--- src/rtl/mac_pkg.sv ---
package mac_pkg;
  localparam int XLEN = 32;
  localparam int ALEN = 2 * XLEN;
  localparam logic [5:0] FN_SMUL = 6'b011000;
  localparam logic [5:0] FN_UMUL = 6'b011001;

  typedef struct packed {
    logic legal;
    logic is_unsigned;
    logic negate;
    logic accumulate;
    logic pick_high;
  } mac_ctl_t;
endpackage

--- src/rtl/mac_decode.sv ---
module mac_decode
  import mac_pkg::*;
(
  input  logic [5:0] funct,
  input  logic [4:0] modif,
  output mac_ctl_t   ctl
);
  logic fn_ok;
  logic md_ok;

  always_comb begin
    fn_ok = (funct == FN_SMUL) || (funct == FN_UMUL);
    md_ok = modif[0] && !modif[4];
    ctl.legal       = fn_ok && md_ok;
    ctl.is_unsigned = funct[0];
    ctl.negate      = modif[1];
    ctl.accumulate  = modif[2];
    ctl.pick_high   = modif[3];
  end
endmodule

--- src/rtl/mac_datapath.sv ---
module mac_datapath
  import mac_pkg::*;
#(
  parameter int W = XLEN
) (
  input  logic           clk,
  input  logic           rst_n,
  input  logic           fire,
  input  mac_ctl_t       ctl,
  input  logic [W-1:0]   a,
  input  logic [W-1:0]   b,
  input  logic           hi_we,
  input  logic           lo_we,
  input  logic [W-1:0]   wr_word,
  output logic [2*W-1:0] acc_next,
  output logic [W-1:0]   hi_q,
  output logic [W-1:0]   lo_q
);
  localparam int AW = 2 * W;

  logic [AW-1:0] a_ext, b_ext, prod, base, acc;
  logic          upd;

  always_comb begin
    a_ext = ctl.is_unsigned ? {{W{1'b0}}, a} : {{W{a[W-1]}}, a};
    b_ext = ctl.is_unsigned ? {{W{1'b0}}, b} : {{W{b[W-1]}}, b};
    prod  = a_ext * b_ext;
    base  = ctl.accumulate ? acc : '0;
    acc_next = ctl.negate ? (base - prod) : (base + prod);
    upd   = fire && ctl.legal;
  end

  always_ff @(posedge clk or negedge rst_n) begin
    if (!rst_n) begin
      acc <= '0;
    end else if (upd) begin
      acc <= acc_next;
    end else begin
      if (hi_we) acc[AW-1:W] <= wr_word;
      if (lo_we) acc[W-1:0]  <= wr_word;
    end
  end

  assign hi_q = acc[AW-1:W];
  assign lo_q = acc[W-1:0];


  illegal_keeps_acc_chk: assert property (@(posedge clk) disable iff (!rst_n)
    (fire && !ctl.legal && !hi_we && !lo_we) |=> ($stable(hi_q) && $stable(lo_q)));

  zero_start_chk: assert property (@(posedge clk) disable iff (!rst_n)
    (upd && !ctl.accumulate && (a == '0)) |=> (hi_q == '0 && lo_q == '0));

  direct_write_chk: assert property (@(posedge clk) disable iff (!rst_n)
    (!fire && hi_we) |=> (hi_q == $past(wr_word)));
endmodule

--- src/rtl/mac_out_stage.sv ---
module mac_out_stage
  import mac_pkg::*;
#(
  parameter int W = XLEN
) (
  input  logic         clk,
  input  logic         rst_n,
  input  logic         fire,
  input  logic         legal,
  input  logic         pick_high,
  input  logic [2*W-1:0] acc_next,
  input  logic         res_ready,
  output logic         res_valid,
  output logic [W-1:0] res_data,
  output logic         illegal_op
);
  always_ff @(posedge clk or negedge rst_n) begin
    if (!rst_n) begin
      res_valid  <= 1'b0;
      res_data   <= '0;
      illegal_op <= 1'b0;
    end else begin
      illegal_op <= fire && !legal;
      if (fire) begin
        res_valid <= legal;
        if (legal) res_data <= pick_high ? acc_next[2*W-1:W] : acc_next[W-1:0];
      end else if (res_ready) begin
        res_valid <= 1'b0;
      end
    end
  end


  hold_result_chk: assert property (@(posedge clk) disable iff (!rst_n)
    (res_valid && !res_ready) |=> (res_valid && $stable(res_data)));

  illegal_no_result_chk: assert property (@(posedge clk) disable iff (!rst_n)
    illegal_op |-> !res_valid);

  result_follows_chk: assert property (@(posedge clk) disable iff (!rst_n)
    (fire && legal) |=> res_valid);
endmodule

--- src/rtl/mac_unit.sv ---
module mac_unit
  import mac_pkg::*;
(
  input  logic        clk,
  input  logic        rst_n,
  input  logic        in_valid,
  output logic        in_ready,
  input  logic [31:0] opnd_a,
  input  logic [31:0] opnd_b,
  input  logic [5:0]  funct,
  input  logic [4:0]  modif,
  output logic        res_valid,
  input  logic        res_ready,
  output logic [31:0] res_data,
  output logic        illegal_op,
  input  logic        hi_we,
  input  logic        lo_we,
  input  logic [31:0] wr_word,
  output logic [31:0] hi_q,
  output logic [31:0] lo_q
);
  mac_ctl_t        ctl;
  logic            fire;
  logic [ALEN-1:0] acc_next;

  assign in_ready = !res_valid || res_ready;
  assign fire     = in_valid && in_ready;

  mac_decode u_dec (.funct(funct), .modif(modif), .ctl(ctl));

  mac_datapath #(.W(XLEN)) u_dp (
    .clk(clk), .rst_n(rst_n), .fire(fire), .ctl(ctl),
    .a(opnd_a), .b(opnd_b), .hi_we(hi_we), .lo_we(lo_we), .wr_word(wr_word),
    .acc_next(acc_next), .hi_q(hi_q), .lo_q(lo_q));

  mac_out_stage #(.W(XLEN)) u_out (
    .clk(clk), .rst_n(rst_n), .fire(fire), .legal(ctl.legal),
    .pick_high(ctl.pick_high), .acc_next(acc_next), .res_ready(res_ready),
    .res_valid(res_valid), .res_data(res_data), .illegal_op(illegal_op));


  stall_blocks_input_chk: assert property (@(posedge clk) disable iff (!rst_n)
    (res_valid && !res_ready) |=> ($stable(hi_q) && $stable(lo_q)) || $past(hi_we || lo_we));

  result_matches_half_chk: assert property (@(posedge clk) disable iff (!rst_n)
    (fire && ctl.legal) |=> (res_data == ($past(modif[3]) ? hi_q : lo_q)));
endmodule

--- config.mk ---
export PLATFORM = sky130hd
export DESIGN_NAME = mac_unit
export DESIGN_NICKNAME = d
export VERILOG_FILES = /design/src/rtl/mac_pkg.sv /design/src/rtl/mac_decode.sv /design/src/rtl/mac_datapath.sv /design/src/rtl/mac_out_stage.sv /design/src/rtl/mac_unit.sv
export SDC_FILE = /design/constraint.sdc
export NUM_CORES = 2
export LEC_CHECK = 0
export BUFFER_PORTS_ARGS = -buffer_cell sky130_fd_sc_hd__buf_4
export CORE_MARGIN = 3
export CORE_UTILIZATION = 45
export DETAILED_ROUTE_END_ITERATION = 10
export PLACE_DENSITY = 0.72
export SETUP_SLACK_MARGIN = 0.5
export SLEW_MARGIN = 30
export SYNTH_ARGS = -nofsm -noshare
export SYNTH_HDL_FRONTEND = slang
export SYNTH_HIERARCHICAL = 1
export SYNTH_SLANG_ARGS = --single-unit
--- constraint.sdc ---
create_clock -name clk -period 5.9 [get_ports clk]
set_clock_uncertainty 0.1 [all_clocks]
set_input_delay 0.295 -clock clk [delete_from_list [all_inputs] [get_ports clk]]
set_output_delay 0.295 -clock clk [all_outputs]
set_load 0.005 [all_outputs]
Yosys cells after proc, flatten, opt, wreduce, memory -nomap -nowiden
Cells that the tools add are included.
{"block": "totals", "word_cells": 34, "regBits": 98, "inputBits": 113, "out_inout_bits": 99}
{"block": "classes", "n_eq_ne": 2, "mul": 1, "add_sub_neg": 2, "reduce_logical": 14, "muxes": 10}
{"cell": "2-to-1 mux 64 bit", "n": 5}
{"cell": "2-to-1 mux 32 bit", "n": 3}
{"cell": "adder 64 bit", "n": 1}
{"cell": "multiplier 64 x 64 -> 64 bit", "n": 1}
{"cell": "subtractor 64 bit", "n": 1}
{"cell": "equality test 6 x 5 -> 1 bit, second input constant", "n": 2}
{"cell": "nonzero test 2 bit", "n": 3}
{"cell": "logical AND 1 bit", "n": 5}
{"cell": "zero test 1 bit", "n": 3}
{"cell": "logical OR 1 bit", "n": 2}
{"cell": "2-to-1 mux 1 bit", "n": 2}
{"cell": "AND reduction 2 bit", "n": 1}

Longest topological paths before layout
{"block": "depth", "ltp_word": 5, "mapped_depth": 52, "ltp_nobuf": 48}

Modules after synthesis
The synthesis kept the hierarchy.
{"mod": "mac_datapath", "area_each_um2": 56700.6, "seq_area_each_um2": 1601.5, "cells_each": 6242, "n_inst": 1}
{"mod": "mac_out_stage", "area_each_um2": 1747.9, "seq_area_each_um2": 850.8, "cells_each": 150, "n_inst": 1}
{"mod": "mac_decode", "area_each_um2": 56.3, "seq_area_each_um2": 0.0, "cells_each": 6, "n_inst": 1}
{"mod": "mac_unit", "area_each_um2": 22.5, "seq_area_each_um2": 0.0, "cells_each": 2, "n_inst": 1}

Worst setup path before layout
OpenSTA, ideal clock, no wires.
{"block": "synth_timing", "path_kind": "input-to-reg", "from": "in funct[0]", "to": "reg u_out.res_data[31]", "required_time_ns": 5.727, "setup_time_ns": 0.073, "arrival_time_ns": 11.797, "n_path_buf": 4, "path_slack_ns": -6.070, "stages": 50, "cell_sequence": "buf_4 nor2b_1 clkbuf_1 clkbuf_1 nand2_1 fa_1 inv_1 fa_1 fa_1 fa_1 inv_1 fa_1 inv_1 fa_1 inv_1 fa_1 inv_1 fa_1 [14 not listed] nor3b_2 and2_1 a21oi_1 xor2_1 ha_1 a21o_1 a21o_1 a21o_1 a21o_1 a21oi_1 o21ai_0 a221o_1 a211oi_1 a211oi_1 xnor2_1 xnor2_1 mux2i_1 a21oi_2"}
{"block": "synth_between", "elab_chain_cells": 5, "word_cells_on_any_way": 12, "classes_between": "add/sub: 2; mul: 1; eq/ne: 2; mux: 4; reduce/logical: 3"}
{"element": "start, declared", "line": "mac_unit.sv:10", "source": "input logic [5:0] funct,"}
{"element": "2-to-1 mux 64 bit (on tied branches)", "line": "mac_datapath.sv:25, mac_datapath.sv:26"}
{"element": "multiplier 64 x 64 -> 64 bit *", "line": "mac_datapath.sv:27", "source": "prod = a_ext * b_ext;"}
{"element": "adder 64 bit or subtractor 64 bit (tied branches)", "line": "mac_datapath.sv:29", "source": "acc_next = ctl.negate ? (base - prod) : (base + prod);"}
{"element": "2-to-1 mux 64 bit *", "line": "mac_datapath.sv:29"}
{"element": "via acc_next[63]", "line": "mac_unit.sv:24", "source": "logic [ALEN-1:0] acc_next;"}
{"element": "2-to-1 mux 32 bit *", "line": "mac_out_stage.sv:26", "source": "if (legal) res_data <= pick_high ? acc_next[2*W-1:W] : acc_next[W-1:0];"}
{"element": "end signal, assigned", "line": "mac_out_stage.sv:26"}
{"element": "end, declared", "line": "mac_out_stage.sv:14", "source": "output logic [W-1:0] res_data,"}
Mark *: on every way through the listed nets, which the timed path passes. The rest lies on a longest branch.
A chain may end at the register's enable or synchronous reset.

Final worst setup path
{"block": "layout_timing", "from": "in opnd_a[31]", "to": "reg u_out.res_data[31]"}
{"block": "layout_between", "elab_chain_cells": 5, "word_cells_on_any_way": 6, "classes_between": "add/sub: 2; mul: 1; mux: 3"}
{"element": "start, declared", "line": "mac_unit.sv:8", "source": "input logic [31:0] opnd_a,"}
{"element": "2-to-1 mux 64 bit *", "line": "mac_datapath.sv:25", "source": "a_ext = ctl.is_unsigned ? {{W{1'b0}}, a} : {{W{a[W-1]}}, a};"}
{"element": "multiplier 64 x 64 -> 64 bit *", "line": "mac_datapath.sv:27"}
{"element": "adder 64 bit or subtractor 64 bit (tied branches)", "line": "mac_datapath.sv:29"}
{"element": "2-to-1 mux 64 bit *", "line": "mac_datapath.sv:29"}
{"element": "via acc_next[63]", "line": "mac_unit.sv:24"}
{"element": "2-to-1 mux 32 bit *", "line": "mac_out_stage.sv:26"}
Marks and branches as above.

==> run summary <==
Row generation in the floorplan step produced 131 rows. The flow ran to the end, but the final reports show violations. The net count of the mapped netlist came out at 8310. The first-pass iteration count of the detailed router came out at 5.

The cell that appears most often on the critical path is fa_1. The number of antenna violations at the first check in global routing is 1. The worst slack on hold paths came out at 0.139 ns.

After filler insertion, the fill cell instance count of the layout stands at 10900. The multi-input combinational cells in the finished layout cover a total of 51900 µm². In the post-synthesis netlist, the biggest area contributors are fa_1 49%, inv_1 10%, ha_1 7.8%. The half-perimeter wire length after placement is 156000 µm. The synthesized flop and latch total is 98. After detailed routing, the average wire length per cell comes to 19.2 µm. The wire length on met2 is 88400 µm. The number of maximum-capacitance violations came out at 0.

The detailed router put a total of 74600 µm of wire on met1. The count of vias placed by the detailed router is 47100. The CTS H-tree depth is 3.

The boundary pin count came out at 212. The total routing usage reported by global routing is 0.263. The most frequent cell after synthesis is inv_1. The commonest cells after synthesis are 1564 x inv_1, 1434 x fa_1, 650 x nand2_1.

The later pin in the worst-skew pair is clocked with a latency of 0.37 ns. Setup repair after global routing could not meet its margin everywhere. During placement, the flow inserted port buffers numbering 211.

The proportion of synthesized chip area in sequential cells came out at 0.0419. The endpoint required time on the critical path is 6.10 ns. The die area came out at 134000 µm². Summed over all nets, wire length on met3 after detailed routing comes to 8700 µm. The clock-pin transition on the worst setup and hold timing paths is 0.08 ns. The total CTS buffers is 9.

The headroom to the max-slew limit is 0.342. The share of the synthesized area in the top cell type is 0.490. The count of placed standard cells including taps is 9111. The initial detailed-routing violation count is 2905. The count of distinct cell types in the synthesized netlist came out at 103. At the end of routability-driven placement, the weighted congestion stood at 0.989. The initial standard-cell utilization of the core came out at 0.456. The critical path is of the in -> reg type. The synthesized design contains 0 enable-type register cells. The highest cell delay on the worst timing path came out at 0.59 ns. Data on the critical path arrives at its endpoint at 11.72 ns. The signed area change from the synthesized netlist to the final layout is 26.2%.

The share of async-settable or async-resettable flops after synthesis came out at 1.00. The highest attainable clock frequency came out at 86.8 MHz. The number of global-route vias before repair came out at 52100. The final number of hold-violating endpoints is 0. The width of the die is 367 µm.

The number of warnings reported in the yosys synthesis log is 6. For this design, the sink count on the clock tree is 98. The wire length of the first global-routing pass is 282000 µm.

The portion of the clock cycle consumed by the worst path in the final layout is 1.95. The antenna violation net count after detailed routing is 0. The final worst setup slack is -5.62 ns. In the routed design, unresolved DRC markers number 0.

The worst path in the final design needs a cycle of 11.52 ns, including I/O delays and setup. The worst setup path is captured at a flip-flop. The slowest stage cell on the critical path is fa_1.

The count of nets after finishing came out at 9389. The most used flip-flop cell after synthesis is dfrtp_1. The number of buffers on the longest clock path is 2. The height of the chip came out at 367 µm. The fraction of layout instances using a drive strength above 1 came out at 0.257. The mean post-synth cell area came out at 9.14 µm².

The number of max-slew violations in the final report came out at 0. The cell count after synthesis came out at 6400. The setup TNS after final layout came out at -387.62 ns.

The share of the core filled with cells came out at 0.576. The biggest fanout along the worst timing path came out at 6. The maximum number of pins on one net before global-route repair is 86.

The final number of setup-violating endpoints is 88. Excluding fillers, the count of instances in the completed layout stands at 9213. The worst setup path is launched from a primary input.

The total routed wirelength is 177000 µm. The placeable core region came out at 128000 µm². Of all cell types, the one taking the most synthesized area is fa_1. The combined area of all synthesized cells is 58500 µm².

The transition at the pin with the smallest max-transition slack came out at 0.987 ns. TritonCTS built the clock tree. The tightest min-delay check is of the in -> reg type. Using the TritonRoute via totals, the vias-per-cell ratio works out to 5.11. The register area is 2450 µm². The overall overflow remaining after global route came out at 0. The uppermost metal layer occupied by signal nets is met4.

The checks that failed: negative setup slack. The cell sitting at the root of the clock tree is a clkbuf_16.
-- cell families (layout without fill, tap and decap cells) --
kind of cell | Yosys count | in the layout | share of synthesized area
xor gates and xnor gates | 219 | 219 | 0.0331
adders and majority gates | 1797 | 1797 | 0.568
DFF | 98 | 98 | 0.0419
muxes | 101 | 101 | 0.0173
buffers and inverters | 1864 | 2947 | 0.123
and+or+nand+nor | 1673 | 1673 | 0.145
AOI/OAI and AO/OA | 648 | 648 | 0.0714
other | 0 | 1 | 0
-- state kept, by name, indices dropped and copies added, names as in the netlist --
signal	cells
u_out/res_data	32
u_dp/acc	64
u_out/res_valid	1
u_out/illegal_op	1
-- what timing repair did --
item | CTS | global route
cloned | 2 | 1
hold buffers | 1 | 0
setup endpoints to repair | 90 | 90
setup buffers | 34 | 48
pin swaps | 94 | 183
hold endpoints to repair | 46 | 0
resized for setup | 233 | 315
-- final timing paths --
check / start / end / slack, ns / cells after the start
worst max-delay path: opnd_a[31] / u_out/res_data[31] / -5.62 / 46
worst min-delay path: wr_word[27] / u_dp/acc[27] / 0.14 / 3
worst max register to register: u_dp/acc[0] / u_out/res_data[30] / 1.08 / 21
worst min register to register: u_out/res_data[4] / u_out/res_data[4] / 0.41 / 2
max in group asynchronous: rst_n / u_out/res_data[4] / 4.17 / 3
min in group asynchronous: rst_n / u_out/res_data[16] / 0.40 / 2
-- cells in the final DEF, fill, tap and decap left out, types with 18 or more instances in the layout --
master | synthesis | routed
xnor2_2 | 0 | 28
buf_6 | 9 | 88
ha_1 | 363 | 310
ha_4 | 0 | 47
buf_12 | 0 | 36
mux2i_1 | 99 | 97
nor2_2 | 1 | 22
nor2b_1 | 24 | 20
a21oi_2 | 31 | 98
o21a_1 | 23 | 23
nand2_1 | 650 | 627
xor2_1 | 67 | 50
a21o_1 | 74 | 73
nand3_1 | 36 | 32
xnor2_1 | 151 | 111
inv_1 | 1564 | 1536
o21ai_1 | 4 | 26
and2_4 | 4 | 21
o21bai_1 | 21 | 18
buf_4 | 10 | 1230
fa_2 | 0 | 37
fa_1 | 1434 | 1397
dfrtp_1 | 98 | 98
o21ai_2 | 1 | 21
inv_2 | 0 | 25
nand4_1 | 30 | 30
nor2_1 | 173 | 141
and2_1 | 616 | 599
a31oi_1 | 31 | 21
o21ai_0 | 89 | 41
a21oi_1 | 257 | 180
-- critical path: cells and delay by family --
kind                     cells  cell delay, ns
buffers and inverters        9            0.79
AND/OR/NAND/NOR              7            1.75
AO/OA/AOI/OAI               14            2.51
XOR/XNOR                     3            0.55
multiplexers                 1            0.13
adder cells (fa/ha/maj)     12            5.64
-- area by class of cell --
class	instances	area share
Sequential cell	98	0.0332
Multi-Input combinational cell	4438	0.702
Clock buffer	9	0.00305
Timing Repair Buffer	1368	0.151
Tap cell	1729	0.0293
Antenna cell	1	0.0000339
Clock inverter	6	0.00122
Inverter	1564	0.0796
-- routing by layer --
layer,GRT usage,vias up
li1,-,21100
met1,0.349,24200
met2,0.464,1413
met3,0.0226,276
met4,0.0682,0
met5,0,-
-- stage by stage --
step / setup WS (ns) / instance area, µm²
after floorplan: -5.26 / 59600
after global placement: -5.98 / 70100
after detailed placement: -6.06 / 70100
after CTS: -5.34 / 71900
after global routing: -5.94 / 73900
final: -5.62 / 73900
Power is not shown: default switching activity piles up to over one toggle a cycle in this logic, so the estimate is an artifact.
